<file path="config.mk">
export PLATFORM = sky130hd
export DESIGN_NAME = can_bit_recovery
export DESIGN_NICKNAME = d
export VERILOG_FILES = /design/src/rtl/can_rx_pkg.sv /design/src/rtl/can_rx_timer.sv /design/src/rtl/can_rx_destuff.sv /design/src/rtl/can_rx_fsm.sv /design/src/rtl/can_bit_recovery.sv
export SDC_FILE = /design/constraint.sdc
export NUM_CORES = 1
export LEC_CHECK = 0
export ABC_CLOCK_PERIOD_IN_PS = 4800
export BUFFER_PORTS_ARGS = -buffer_cell sky130_fd_sc_hd__buf_4
export CAP_MARGIN = 5
export CORE_MARGIN = 4
export CORE_UTILIZATION = 45
export CTS_BUF_LIST = sky130_fd_sc_hd__clkbuf_4 sky130_fd_sc_hd__clkbuf_8
export DETAILED_ROUTE_END_ITERATION = 6
export GPL_TIMING_DRIVEN = 0
export SLEW_MARGIN = 15
export SYNTH_ARGS = -nofsm -noshare
export SYNTH_HDL_FRONTEND = slang
export SYNTH_SLANG_ARGS = --single-unit
</file>
<file path="constraint.sdc">
create_clock -name clk -period 4.8 [get_ports clk]
set_input_delay 0.24 -clock clk [delete_from_list [all_inputs] [get_ports clk]]
set_output_delay 0.24 -clock clk [all_outputs]
set_load 0.005 [all_outputs]
</file>
<file path="src/rtl/can_rx_pkg.sv">
package can_rx_pkg;

    typedef enum logic [0:0] {
        ST_IDLE = 1'b0,
        ST_RUN  = 1'b1
    } state_t;

    // Raw samples examined by the destuffer.
    localparam int HIST_LEN = 6;

endpackage

</file>
<file path="src/rtl/can_rx_timer.sv">
module can_rx_timer #(
    parameter int CYC_W = 16,
    parameter int PCT_W = 7,
    parameter int CNT_W = 24
) (
    input  logic             clk,
    input  logic             rst_n,
    input  logic             start_i,
    input  logic             run_i,
    input  logic [CYC_W-1:0] bit_cycles_i,
    input  logic [PCT_W-1:0] sample_pct_i,
    output logic             hit_o
);

    localparam int PROD_W = CYC_W + PCT_W;

    logic [PROD_W-1:0] prod;
    logic [PROD_W-1:0] quo;
    logic [CYC_W-1:0]  off_calc;
    logic [CYC_W-1:0]  per_q;
    logic [CNT_W-1:0]  cnt_q;
    logic [CNT_W-1:0]  tgt_q;

    // Offset is floor(period * pct / 100), never below one cycle.
    always_comb begin
        prod     = PROD_W'(bit_cycles_i) * PROD_W'(sample_pct_i);
        quo      = prod / PROD_W'(100);
        off_calc = (quo == '0) ? CYC_W'(1) : CYC_W'(quo);
    end

    assign hit_o = run_i && (cnt_q == tgt_q);

    // The next target is accumulated one period at a time, so no multiplier
    // sits in the compare path.
    always_ff @(posedge clk or negedge rst_n) begin
        if (!rst_n) begin
            per_q <= '0;
            cnt_q <= '0;
            tgt_q <= '0;
        end else if (start_i) begin
            per_q <= bit_cycles_i;
            cnt_q <= CNT_W'(1);
            tgt_q <= CNT_W'(off_calc);
        end else if (run_i) begin
            cnt_q <= cnt_q + CNT_W'(1);
            if (hit_o) begin
                tgt_q <= tgt_q + CNT_W'(per_q);
            end
        end
    end

endmodule

</file>
<file path="src/rtl/can_rx_destuff.sv">
module can_rx_destuff
    import can_rx_pkg::*;
(
    input  logic clk,
    input  logic rst_n,
    input  logic clear_i,
    input  logic take_i,
    input  logic rx_i,
    output logic stuff_o
);

    localparam int FILL_W = $clog2(HIST_LEN);
    localparam logic [HIST_LEN-1:0] PAT_LOW  = {{(HIST_LEN-1){1'b0}}, 1'b1};
    localparam logic [HIST_LEN-1:0] PAT_HIGH = {{(HIST_LEN-1){1'b1}}, 1'b0};

    logic [HIST_LEN-2:0] hist_q;
    logic [FILL_W-1:0]   fill_q;
    logic [HIST_LEN-1:0] win;
    logic                full;

    // The window is the stored samples, oldest first, followed by the new one.
    assign win     = {hist_q, rx_i};
    assign full    = (fill_q == FILL_W'(HIST_LEN - 1));
    assign stuff_o = full && ((win == PAT_LOW) || (win == PAT_HIGH));

    always_ff @(posedge clk or negedge rst_n) begin
        if (!rst_n) begin
            hist_q <= '0;
            fill_q <= '0;
        end else if (clear_i) begin
            hist_q <= '0;
            fill_q <= '0;
        end else if (take_i) begin
            hist_q <= win[HIST_LEN-2:0];
            if (!full) begin
                fill_q <= fill_q + FILL_W'(1);
            end
        end
    end

endmodule

</file>
<file path="src/rtl/can_rx_fsm.sv">
module can_rx_fsm
    import can_rx_pkg::*;
#(
    parameter int IDX_W = 8
) (
    input  logic             clk,
    input  logic             rst_n,
    input  logic             rx_i,
    input  logic             restart_i,
    input  logic             take_i,
    input  logic             stuff_i,
    output state_t           state_o,
    output logic             start_o,
    output logic             run_o,
    output logic             bit_valid_o,
    output logic             bit_value_o,
    output logic [IDX_W-1:0] bit_index_o,
    output logic             stuff_o
);

    state_t           state_q;
    state_t           state_d;
    logic [IDX_W-1:0] idx_q;

    assign state_o = state_q;
    assign run_o   = (state_q == ST_RUN);

    always_comb begin
        state_d = state_q;
        start_o = 1'b0;
        unique case (state_q)
            ST_IDLE: begin
                if (!rx_i && !restart_i) begin
                    start_o = 1'b1;
                    state_d = ST_RUN;
                end
            end
            ST_RUN: begin
                if (restart_i) begin
                    state_d = ST_IDLE;
                end
            end
            default: state_d = ST_IDLE;
        endcase
    end

    // State register.
    always_ff @(posedge clk or negedge rst_n) begin
        if (!rst_n) begin
            state_q <= ST_IDLE;
        end else begin
            state_q <= state_d;
        end
    end

    // Output register.
    always_ff @(posedge clk or negedge rst_n) begin
        if (!rst_n) begin
            bit_valid_o <= 1'b0;
            bit_value_o <= 1'b0;
            bit_index_o <= '0;
            stuff_o     <= 1'b0;
            idx_q       <= '0;
        end else begin
            bit_valid_o <= 1'b0;
            stuff_o     <= 1'b0;
            if (restart_i || start_o) begin
                idx_q <= '0;
            end else if (take_i) begin
                if (stuff_i) begin
                    stuff_o <= 1'b1;
                end else begin
                    bit_valid_o <= 1'b1;
                    bit_value_o <= rx_i;
                    bit_index_o <= idx_q;
                    idx_q       <= idx_q + IDX_W'(1);
                end
            end
        end
    end

endmodule

</file>
<file path="src/rtl/can_bit_recovery.sv">
module can_bit_recovery
    import can_rx_pkg::*;
#(
    parameter int CYC_W   = 16,
    parameter int PCT_W   = 7,
    parameter int MAX_RAW = 256,
    parameter int IDX_W   = 8
) (
    input  logic             clk,
    input  logic             rst_n,
    input  logic             rx_i,
    input  logic [CYC_W-1:0] bit_cycles_i,
    input  logic [PCT_W-1:0] sample_pct_i,
    input  logic             restart_i,
    output logic             bit_valid_o,
    output logic             bit_value_o,
    output logic [IDX_W-1:0] bit_index_o,
    output logic             stuff_o
);

    localparam int CNT_W = CYC_W + $clog2(MAX_RAW);

    state_t state;
    logic   start;
    logic   run;
    logic   hit;
    logic   take;
    logic   is_stuff;

    // No sample is taken on the edge that restarts the block.
    assign take = hit && !restart_i;

    can_rx_timer #(
        .CYC_W (CYC_W),
        .PCT_W (PCT_W),
        .CNT_W (CNT_W)
    ) u_timer (
        .clk          (clk),
        .rst_n        (rst_n),
        .start_i      (start),
        .run_i        (run),
        .bit_cycles_i (bit_cycles_i),
        .sample_pct_i (sample_pct_i),
        .hit_o        (hit)
    );

    can_rx_destuff u_destuff (
        .clk     (clk),
        .rst_n   (rst_n),
        .clear_i (restart_i),
        .take_i  (take),
        .rx_i    (rx_i),
        .stuff_o (is_stuff)
    );

    can_rx_fsm #(
        .IDX_W (IDX_W)
    ) u_fsm (
        .clk         (clk),
        .rst_n       (rst_n),
        .rx_i        (rx_i),
        .restart_i   (restart_i),
        .take_i      (take),
        .stuff_i     (is_stuff),
        .state_o     (state),
        .start_o     (start),
        .run_o       (run),
        .bit_valid_o (bit_valid_o),
        .bit_value_o (bit_value_o),
        .bit_index_o (bit_index_o),
        .stuff_o     (stuff_o)
    );

endmodule

</file>
Word-level counts from Yosys, hierarchy flattened
Cells that the tools add are included.
- register bits after elaboration: 92
- word-level logic and storage cells: 67
- add/subtract/negate cells: 4
- multipliers: 1
- divide/modulo/power cells: 1
- equality and inequality tests: 6
- muxes and demuxes: 24
- bitwise gates (word level): 3
- reduce and logical (&&, ||, !) cells: 17
- operators with widths (cell ; number):
    $mux W24 ; 5
    $add A24 B1 Y24 const B ; 1
    $add A24 B16 Y24 ; 1
    $eq A24 B24 Y1 ; 1
    $mux W8 ; 3
    $div A23 B7 Y23 const B ; 1
    $logic_not A23 Y1 ; 1
    $mul A16 B7 Y23 ; 1
    $mux W16 ; 1
    $mux W5 ; 2
    $mux W1 ; 9
    $mux W3 ; 3
    $add A8 B1 Y8 const B ; 1
    $reduce_bool A2 Y1 ; 4
    $eq A6 B1 Y1 const B ; 1
    $eq A6 B6 Y1 const B ; 1
    $reduce_and A2 Y1 ; 3
    $logic_and A1 B1 Y1 ; 4
    $add A3 B1 Y3 const B ; 1
    $eq A3 B3 Y1 const B ; 1
    $not A1 Y1 ; 3
    $reduce_and A3 Y1 ; 1
    $logic_not A1 Y1 ; 2
    $logic_or A1 B1 Y1 ; 2
    other kinds (3) ; 3

Logic depth before layout (Yosys ltp)
Gate-level depths: netlist of run 1.
- depth in word-level cells: 7
- mapped depth: 56
- gate-level depth less buffers: 49

By module
A second synthesis of run 1 with hierarchy kept.
- cell total of the unflattened synthesis: 1515
- area, all modules: 12896.1 µm²
- by module, submodules not included (module ; times used ; cells an instance ; area each (µm²) ; sequential area each (µm²)):
    can_rx_timer ; 1 ; 1408 ; 11573.6 ; 1601.5
    can_rx_fsm ; 1 ; 68 ; 892.1 ; 500.5
    can_rx_destuff ; 1 ; 38 ; 416.6 ; 200.2
    can_bit_recovery ; 1 ; 1 ; 13.8 ; 0.0

Least setup slack after synthesis of run 1
Ideal clock, no wire load.
- path kind: input -> register
- start: in sample_pct_i[6]
- end: reg u_timer.tgt_q[0]
- library setup time: 95 ps
- arrival time: 12861 ps
- data required time: 4705 ps
- path slack: -8157 ps
- cell stages on the path: 51
- buffers on the path: 3
- path through: clkbuf_1 nand2_1 fa_1 fa_1 inv_1 fa_1 inv_1 fa_1 inv_1 ha_1 buf_4 a21o_1 a21oi_2 a211oi_2 or4_4 a32oi_2 buf_4 nand2_2 [15 not listed] o32ai_4 o31a_4 xnor2_2 o31a_1 a32o_2 o31ai_4 a2111oi_2 o31ai_4 xnor2_1 a21oi_2 a221o_1 a21oi_2 nor2_2 mux2i_1 a221oi_2 o21ai_1 a311o_1 o32ai_2
- longest elaborated chain between the ends: 5
- RTL lines (element ; line ; source):
    from (decl) ; can_bit_recovery.sv:13 ; input logic [PCT_W-1:0] sample_pct_i,
    $mul A16 B7 Y23 (*) ; can_rx_timer.sv:26 ; prod = PROD_W'(bit_cycles_i) * PROD_W'(sample_pct_i);
    $div A23 B7 Y23 (*) ; can_rx_timer.sv:27 ; quo = prod / PROD_W'(100);
    $logic_not A23 Y1 ; can_rx_timer.sv:28 ; off_calc = (quo == '0) ? CYC_W'(1) : CYC_W'(quo);
    $mux W16 (*) ; can_rx_timer.sv:28 ;
    $mux W24 (*) ; can_rx_timer.sv:40 ; end else if (start_i) begin
    to (signal assigned) ; can_rx_timer.sv:43 ; tgt_q <= CNT_W'(off_calc);
    to (signal assigned) ; can_rx_timer.sv:47 ; tgt_q <= tgt_q + CNT_W'(per_q);
    to (decl) ; can_rx_timer.sv:22 ; logic [CNT_W-1:0] tgt_q;
Mark *: on every way between the ends. The rest lies on a longest branch, timed or not.
A chain may end at the register's enable or synchronous reset.

Worst setup path after layout of run 1
- start: in sample_pct_i[2]
- end: reg u_timer.tgt_q[0]
The elaborated chain is that of the path after synthesis.

==> results of run 1 <==
registers in the layout (all words and copies together) (netlist names):
register / cells
u_timer.per_q: 16
u_fsm.stuff_o: 1
u_timer.cnt_q: 24
u_fsm.bit_valid_o: 1
u_fsm.bit_index_o: 8
u_destuff.fill_q: 3
u_destuff.hist_q: 5
u_fsm.bit_value_o: 1
u_fsm.run_o: 1
u_timer.tgt_q: 24
u_fsm.idx_q: 8
kinds of logic after synthesis:
family                   after synthesis  synth area share
buffers and inverters                150            0.0494
AND/OR/NAND/NOR                      602             0.243
multiplexers                          29            0.0243
AO/OA/AOI/OAI                        429             0.258
flip-flops                            92             0.185
XOR/XNOR                              88            0.0631
adder cells (fa/ha/maj)              135             0.177
area by class of cell:
cell class | instances | share of cell area
Buffer | 60 | 0.0297
Clock buffer | 9 | 0.00739
Clock inverter | 7 | 0.00410
Inverter | 85 | 0.0190
Multi-Input combinational cell | 1284 | 0.662
Sequential cell | 92 | 0.137
Tap cell | 372 | 0.0278
Timing Repair Buffer | 212 | 0.113
metrics by stage:
| step | area, µm² | utilization | setup slack [ps] | instances | TNS, ps |
|---|---|---|---|---|---|
| after global routing | 16800 | 0.619 | -8630 | 2121 | -73310 |
| after floorplan | 13000 | - | -7880 | 1525 | -61400 |
| final | 16800 | 0.619 | -8150 | 2121 | -68220 |
| after global placement | 13800 | 0.508 | -9940 | 1933 | -85050 |
| after detailed placement | 13800 | 0.509 | -10010 | 1934 | -85930 |
| after CTS | 16100 | 0.595 | -7900 | 2081 | -65290 |
worst max-delay path: cells and delay by family:
family | cells | cell delay, ps
AOI/OAI and AO/OA | 27 | 6230
xor gates and xnor gates | 1 | 170
adders and majority gates | 6 | 2690
buffers and inverters | 11 | 1450
and+or+nand+nor | 10 | 2460
layer usage:
| layer | global-route usage | up-vias |
|---|---|---|
| li1 | - | 5967 |
| met5 | 0 | - |
| met1 | 0.318 | 6206 |
| met3 | 0.0209 | 94 |
| met2 | 0.436 | 407 |
| met4 | 0.0812 | 0 |
worst max path at each step:
stage	to	slack, ps	cells after the start
after global placement	u_timer.tgt_q[0]	-9940	50
after CTS	u_timer.tgt_q[0]	-7900	52
final	u_timer.tgt_q[0]	-8150	55
after floorplan	u_timer.tgt_q[0]	-7880	52
after detailed placement	u_timer.tgt_q[0]	-10010	50
after global routing	u_timer.tgt_q[0]	-8630	57
repair_timing:
action                                  in CTS  in global routing
hold buffers                                 1                  0
cloned                                       5                  1
endpoints found under the setup margin      16                 16
gates resized for setup                    227                 81
endpoints found under the hold margin       36                  0
setup buffers                              128                 41
pin swaps                                  130                 71
Yosys cell counts, drive strengths merged (36+ instances only):
library cell  instances
nand2               190
nor2                115
a21oi               104
and2                 95
dfrtp                92
o21ai                86
inv                  84
fa                   70
ha                   61
xnor2                47
nand3                43
xor2                 41
nor3                 36
==> metrics, run 1 <==
hold path cells 3; met2 routed WL about 20000 µm; # IOs 38; Worst Tran Pin Value ~1200 ps; top area cells in the synthesized netlist dfrtp_1 18%, fa_1 11%, ha_1 6.1%, nand2_1 5.7%, and2_1 4.7%; wire length per cell approximately 19 µm; CTS Buf Count 9; Reg2Reg Capture Point u_timer.tgt_q[20]; row cnt 60; Synth cell types ~120; Tcrit/Tclk final 2.70; Worst slew margin 0.227; DR pass1 iterations 5; HPWL Detailed between 20000 and 30000 µm; initial antenna violation count 0; clk sink count 92; Layout fillers between 2000 and 2500; hold_ws roughly 95 ps; Area growth syn-to-layout 34.6%; H-tree levels 3; via count 12674; vias per cell 5.98; CTS tree done; clock tree buffer depth 2; Metal-1 WL 16500 µm; final setup fails 16; CP Data Required Time a little over 5000 ps; max frequency 77.2 MHz; syn avg cell area between 8 and 9 µm²; Reg clk slew, reported paths 100 ps; area occupied by multi-input gates 11100 µm²; Die Span Y approximately 170 µm; Tmin final between 10000 and 15000 ps; Synth top area share 0.185; nets@finish between 1500 and 2000; clock skew 12.4 ps; CP Max Fanout 10; Synth async-reset ratio 1.00; syn nets 1683; FF-to-FF path depth 21; WP data arrival 13250 ps; commonest non-fill, non-tap cell in the layout nand2_1; Final Hold Vio Count 0; HP Class primary input to register; DR iter-0 viols between 900 and 1000; Antenna Cells 0; first-pass GRT wire length ~63000 µm; Crit. End Element register; outcome complete, but fails checks; DRC viols 0; Final Slew Violations 0; commonest non-fill, non-tap cells in the layout 175 x nand2_1, 168 x buf_4, 97 x nor2_1; antenna-violating nets left 0; hold endpoint u_timer.per_q[5]; Setup CP Type primary input to register; flops & latches, synth slightly above 90; top layer in use met4; vias in the first global route 12334; Max-cap violations 0; GP Congestion approximately 0.91; Crit. Startpoint sample_pct_i[2]; metal3 WL 1770 µm; sequential-to-total area share from yosys stat 0.185; pin count of the biggest net entering global routing 57; Tot GR Track Use 0.247; Initial Util 0.460; layout cells sized above 1 0.314; Netlist Area Pre-Place between 10000 and 15000 µm²; Die Width roughly 170 µm; Post-synth EDFFs 0; ys flop type dfrtp_1; top cell type by total area after synthesis dfrtp_1; worst setup margin -8150 ps; Crit Reg-Reg Startpoint u_timer.tgt_q[0]; Yosys warnings 0; CP max stage cell or4_4; gr ovfl total 0; RSZ-0062 raised after global routing yes; failing checks setup timing; Reg area between 2000 and 2500 µm²; CP Launch Type primary input; Routed WL ~39000 µm; Worst R2R Setup Slack 540 ps; Cells after Synth around 1500; CP max stage delay 570 ps; Root Buffer clkbuf_8; Die ar. between 30000 and 40000 µm²; I/O Buffers 36; Clk Latency, worst-skew pair between 300 and 400 ps; core footprint between 20000 and 30000 µm²; HP Start bit_cycles_i[5]
Power of run 1 is left out: the tool's default activity adds up to more than one toggle a clock period on the data nets, which glitch-free logic cannot reach.
==> inputs of run 2 (changes only) <==
Settings changed: CORE_MARGIN 4 to 3, REMOVE_ABC_BUFFERS set to 1, SLEW_MARGIN 15 to 20.
==> run 2 against run 1 <==
  * The run still ends with setup timing left
  * Fmax down 2.9%
  * Core utilization up 2.1 points
  * Hold slack worse by 0.56 ps
  * Global-route usage up 0.92 points
  * Non-clock buffer count up 26
  * First-iteration DRC count up 62%
  * Wire length up 8.4%
==> metrics, run 2 (synthesis results as in run 1) <==
Setup WS pre-CTS -10820 ps (was -10010 ps); # IOs 38 (unchanged); Reg clk slew, reported paths 90 ps (was 100 ps); Die Span Y 172 µm (was 174 µm); gr ovfl total 0 (unchanged); failing checks setup timing (unchanged); Most common cell on crit path buf_4; Final Hold Vio Count 0 (unchanged); clock skew 12.0 ps (was 12.4 ps); Tcrit/Tclk final 2.78 (was 2.70); Clk Latency, worst-skew pair 360 ps (was 380 ps); WP data arrival 13610 ps (was 13250 ps); Die ar. 29700 µm² (was 30400 µm²); hold_ws 94.0 ps (was 94.6 ps); Final Slew Violations 0 (unchanged); met2 routed WL 20000 µm (was 19900 µm); HP Class primary input to register (unchanged); vias in the first global route 12515 (was 12334); Design Area, Final 17300 µm² (was 16800 µm²); Root Buffer clkbuf_8 (unchanged); Area growth syn-to-layout 39.2% (was 34.6%); CP Launch Type primary input (unchanged); CP Max Fanout 7 (was 10); core footprint 27100 µm² (unchanged); worst setup margin -8540 ps (was -8150 ps); HPWL Detailed 24500 µm (was 27600 µm); CTS Buf Count 9 (unchanged); outcome complete, but fails checks (unchanged); CP max stage delay 580 ps (was 570 ps); Worst slew margin 0.210 (was 0.227); row cnt 60 (unchanged); DP Area 13100 µm² (was 13800 µm²); area occupied by multi-input gates 11400 µm² (was 11100 µm²); clock tree buffer depth 2 (unchanged); vias per cell 6.31 (was 5.98); Max-cap violations 0 (unchanged); clk sink count 92 (unchanged); H-tree levels 3 (unchanged); metal3 WL 3460 µm (was 1770 µm); initial antenna violation count 0 (unchanged); DRC viols 0 (unchanged); top layer in use met4 (unchanged); Worst Tran Pin Value 1180 ps (was 1150 ps); pin count of the biggest net entering global routing 93 (was 57); commonest non-fill, non-tap cells in the layout 228 x buf_4, 173 x nand2_1, 99 x nor2_1 (was 175 x nand2_1, 168 x buf_4, 97 x nor2_1); Crit. End Element register (unchanged); first-pass GRT wire length 63000 µm (was 62800 µm); CP max stage cell fa_1 (was or4_4); Tot GR Track Use 0.256 (was 0.247); Die Width 172 µm (was 174 µm); antenna-violating nets left 0 (unchanged); RSZ-0062 raised after global routing yes (unchanged); commonest non-fill, non-tap cell in the layout buf_4 (was nand2_1); Reg area 2300 µm² (unchanged); layout cells sized above 1 0.347 (was 0.314); wire length per cell 19.8 µm (was 18.6 µm); final setup fails 16 (unchanged); Routed WL 42700 µm (was 39400 µm); via count 13578 (was 12674); I/O Buffers 37 (was 36); Layout fillers 2078 (was 2281); nets@finish 1933 (was 1902); Metal-1 WL 17200 µm (was 16500 µm); Setup CP Type primary input to register (unchanged); CTS tree done (unchanged); DR iter-0 viols 1483 (was 917); GP Congestion 0.865 (was 0.907); DR pass1 iterations 6 (was 5); max frequency 75.0 MHz (was 77.2 MHz); Antenna Cells 0 (unchanged); Initial Util 0.460 (unchanged); Tmin final 13340 ps (was 12950 ps); CP Data Required Time 5070 ps (was 5090 ps); biggest regs u_timer.cnt_q: 24 flops, u_timer.tgt_q: 24 flops, u_timer.per_q: 16 flops (unchanged)
## run 2: cell type report
cell class / instances / share of cell area
clock inverter: 6 / 0.00917
timing repair buffer: 298 / 0.149
tap: 372 / 0.0268
sequential: 92 / 0.133
multi-input combinational: 1289 / 0.655
clock buffer: 10 / 0.00794
inverter: 85 / 0.0184
## run 2: final timing paths
kind,from,to,slack (ps),cells after the start
min,rx_i,u_fsm.run_o,90,2
min reg2reg,u_timer.per_q[13],u_timer.per_q[13],490,2
max,sample_pct_i[3],u_timer.tgt_q[0],-8540,52
max reg2reg,u_timer.tgt_q[0],u_timer.tgt_q[20],670,21
min in group asynchronous,rst_n,u_timer.tgt_q[21],540,2
max in group asynchronous,rst_n,u_fsm.bit_index_o[1],3710,2
## run 2: routing by layer
metal,vias up,track usage
met3,231,0.0249
li1,6024,-
met1,6495,0.344
met2,828,0.436
met4,0,0.0788
met5,-,0
## run 2: critical path: cells and delay by family
kind,cells,cell delay (ps)
compound gates,29,7250
fa+ha+maj,6,2710
buf+inv,10,1720
xor+xnor,1,170
simple gates,6,1500
## run 2: repair_timing
item,4_1_cts,5_1_grt
cloned,6,1
setup buffers,174,80
resized for setup,308,106
pin swaps,96,99
endpoints found under the setup margin,16,16
hold buffers,1,0
hold endpoints to repair,34,0
## run 2: metrics by stage
step           utilization  TNS, ps  std cells
3_5_place_dp         0.482   -96510       1880
5_1_grt              0.640   -77380       2152
2_1_floorplan            -   -77300       1460
6_report             0.640   -72760       2152
4_1_cts              0.603   -63950       2077
3_3_place_gp         0.476  -128570       1869
Power of run 2 is left out for the same reason.
==> inputs of run 3 (changes only) <==
Settings changed: ABC_CLOCK_PERIOD_IN_PS 4800 to 15300.
Clock period 4.8 ns to 15.3 ns, I/O delays scaled along.
==> run 3 against run 2 <==
  * The flow now finishes without violations
  * Worst setup slack improved by 9300 ps
  * Via count decreased by 16%
  * Sequential share of layout area increased by 3.4 points
  * Global-route usage down 4.0 points
  * Flip-flop and latch count unchanged
  * Clock skew down 3.1 ps
  * First-iteration DRC count is 46% lower
  * Design area shrank 20%
  * Hold slack improved by 350 ps
  * Non-clock buffer count decreased by 227
  * Wire length is 25% lower
  * Register-to-register slack improved by 10000 ps
  * Critical endpoint unchanged
  * Highest routed layer unchanged
==> metrics, run 3 (synthesis results as in run 1) <==
CP Data Required Time 15570 ps (was 5070 ps); Clk Latency, worst-skew pair 360 ps (about the same); Reg area 2300 µm² (unchanged); layout cells sized above 1 0.129 (was 0.347); Critical Path Stages 49 (was 52); vias per cell 5.94 (was 6.31); I/O Buffers 37 (unchanged); CP max stage delay 530 ps (was 580 ps); Tmin final roughly 15000 ps; DRC viols 0 (unchanged); cts hold-fix bufs 0 (was 1); Worst slew margin 0.343 (was 0.210); first-pass GRT wire length 53500 µm (was 63000 µm); commonest non-fill, non-tap cells in the layout 187 x nand2_1, 110 x nor2_1, 97 x a21oi_1 (was 228 x buf_4, 173 x nand2_1, 99 x nor2_1); RSZ-0062 raised after global routing no (was yes); Crit. Startpoint sample_pct_i[3] (unchanged); Top delay family on crit path compound AO/OA/AOI/OAI gates (unchanged); Max-cap violations 0 (unchanged); Reg2Reg Capture Point u_timer.tgt_q[20] (unchanged); outcome finished, final reports clean (was complete, but fails checks); initial antenna violation count 0 (unchanged); final core utilization 0.509 (was 0.640); Crit. End Element register (unchanged); CTS tree done (unchanged); GP Congestion 0.865 (unchanged); Tcrit/Tclk final 0.949; CP max stage cell fa_1 (unchanged); antenna-violating nets left 0 (unchanged); nets@finish 1700 (was 1933); Antenna Cells 0 (unchanged); FF-to-FF path depth 21 (unchanged); Initial Util 0.460 (unchanged); H-tree levels 3 (unchanged); Final Slew Violations 0 (unchanged); pin count of the biggest net entering global routing 93 (unchanged); WP buf/inv 5 (was 10); via count 11402 (was 13578); area occupied by multi-input gates 9800 µm² (was 11400 µm²); commonest non-fill, non-tap cell in the layout nand2_1 (was buf_4); clk sink count 92 (unchanged); Critical Path Sink u_timer.tgt_q[0] (unchanged); HP Class primary input to async pin (was primary input to register); WP data arrival 14790 ps (was 13610 ps); clock tree buffer depth 2 (unchanged); Root Buffer clkbuf_8 (unchanged); max frequency between 60 and 70 MHz; DR iter-0 viols 808 (was 1483); Worst Tran Pin Value 978 ps (was 1180 ps); wire length per cell 16.8 µm (was 19.8 µm); final setup fails 0 (was 16); CP Max Fanout 20 (was 7); Die Span Y 172 µm (unchanged); worst setup margin 781 ps (was -8540 ps); CP Launch Type primary input (unchanged); row cnt 60 (unchanged); Routed WL 32200 µm (was 42700 µm); Tot GR Track Use 0.216 (was 0.256); Worst R2R Setup Slack 11160 ps (was 670 ps); Area growth syn-to-layout 10.7% (was 39.2%); Layout fillers 2594 (was 2078); Setup CP Type primary input to register (unchanged); Final Hold Vio Count 0 (unchanged); clock skew 8.87 ps (was 12.0 ps); DR pass1 iterations 5 (was 6); Reg clk slew, reported paths 90 ps (about the same); vias in the first global route 10746 (was 12515); CTS Buf Count 9 (unchanged); Setup WS pre-CTS -849 ps (was -10820 ps); biggest regs u_timer.cnt_q: 24 flops, u_timer.tgt_q: 24 flops, u_timer.per_q: 16 flops (unchanged); Die Width 172 µm (unchanged); Crit Reg-Reg Startpoint u_timer.tgt_q[0] (unchanged); HPWL Detailed 24500 µm (unchanged); core footprint 27100 µm² (unchanged); Die ar. 29700 µm² (unchanged); # IOs 38 (unchanged); gr ovfl total 0 (unchanged)
## run 3: changes by cell type in the layout (fill, tap and decap cells not counted), moves of 11 or more
cell and change:
and2_4 -11, o21ai_0 +17, ha_4 -11, buf_4 -166
a21oi_1 +28, nor2_1 +11, ha_1 +14, a21oi_2 -19
buf_6 -54, nand2_1 +14
## run 3: area by class of cell
cell class                      instances  area share
Clock buffer                           10     0.00998
Multi-Input combinational cell       1283       0.711
Timing Repair Buffer                   71      0.0438
Clock inverter                          6      0.0115
Inverter                               85      0.0231
Tap cell                              372      0.0338
Sequential cell                        92       0.167
## run 3: metal layers
layer | track usage | part of all wire | up-vias
li1 | - | - | 5543
met1 | 0.309 | 0.47 | 5546
met2 | 0.359 | 0.47 | 280
met3 | 0.0178 | 0.041 | 33
met4 | 0.0430 | 0.011 | 0
met5 | 0 | 0 | -
## run 3: per-stage QoR
step / hold WS [ps] / instances / setup TNS, ps / cell area [µm²]
floorplan: 450 / 1460 / 0 / 12200
global placement: 467 / 1869 / -3790 / 12900
detailed placement: 469 / 1880 / -1710 / 13100
CTS: 491 / 1896 / 0 / 13400
global route: 507 / 1919 / 0 / 13800
finish: 444 / 1919 / 0 / 13800
## run 3: what timing repair did
| item | in CTS | in global routing |
|---|---|---|
| gates cloned | 0 | 0 |
| endpoints found under the setup margin | 2 | 3 |
| pin swaps | 0 | 10 |
| setup buffers | 0 | 23 |
| resized for setup | 5 | 31 |
## run 3: worst min path at each step
stage / startpoint / end / cells after the start
floorplan: u_timer.per_q[0] / u_timer.per_q[0] / 2
global placement: u_timer.per_q[15] / u_timer.per_q[15] / 2
detailed placement: u_timer.per_q[8] / u_timer.per_q[8] / 2
CTS: u_timer.per_q[8] / u_timer.per_q[8] / 2
global route: u_timer.per_q[5] / u_timer.per_q[5] / 2
finish: rst_n / u_timer.tgt_q[21] / 1
Power of run 3 is left out for the same reason.
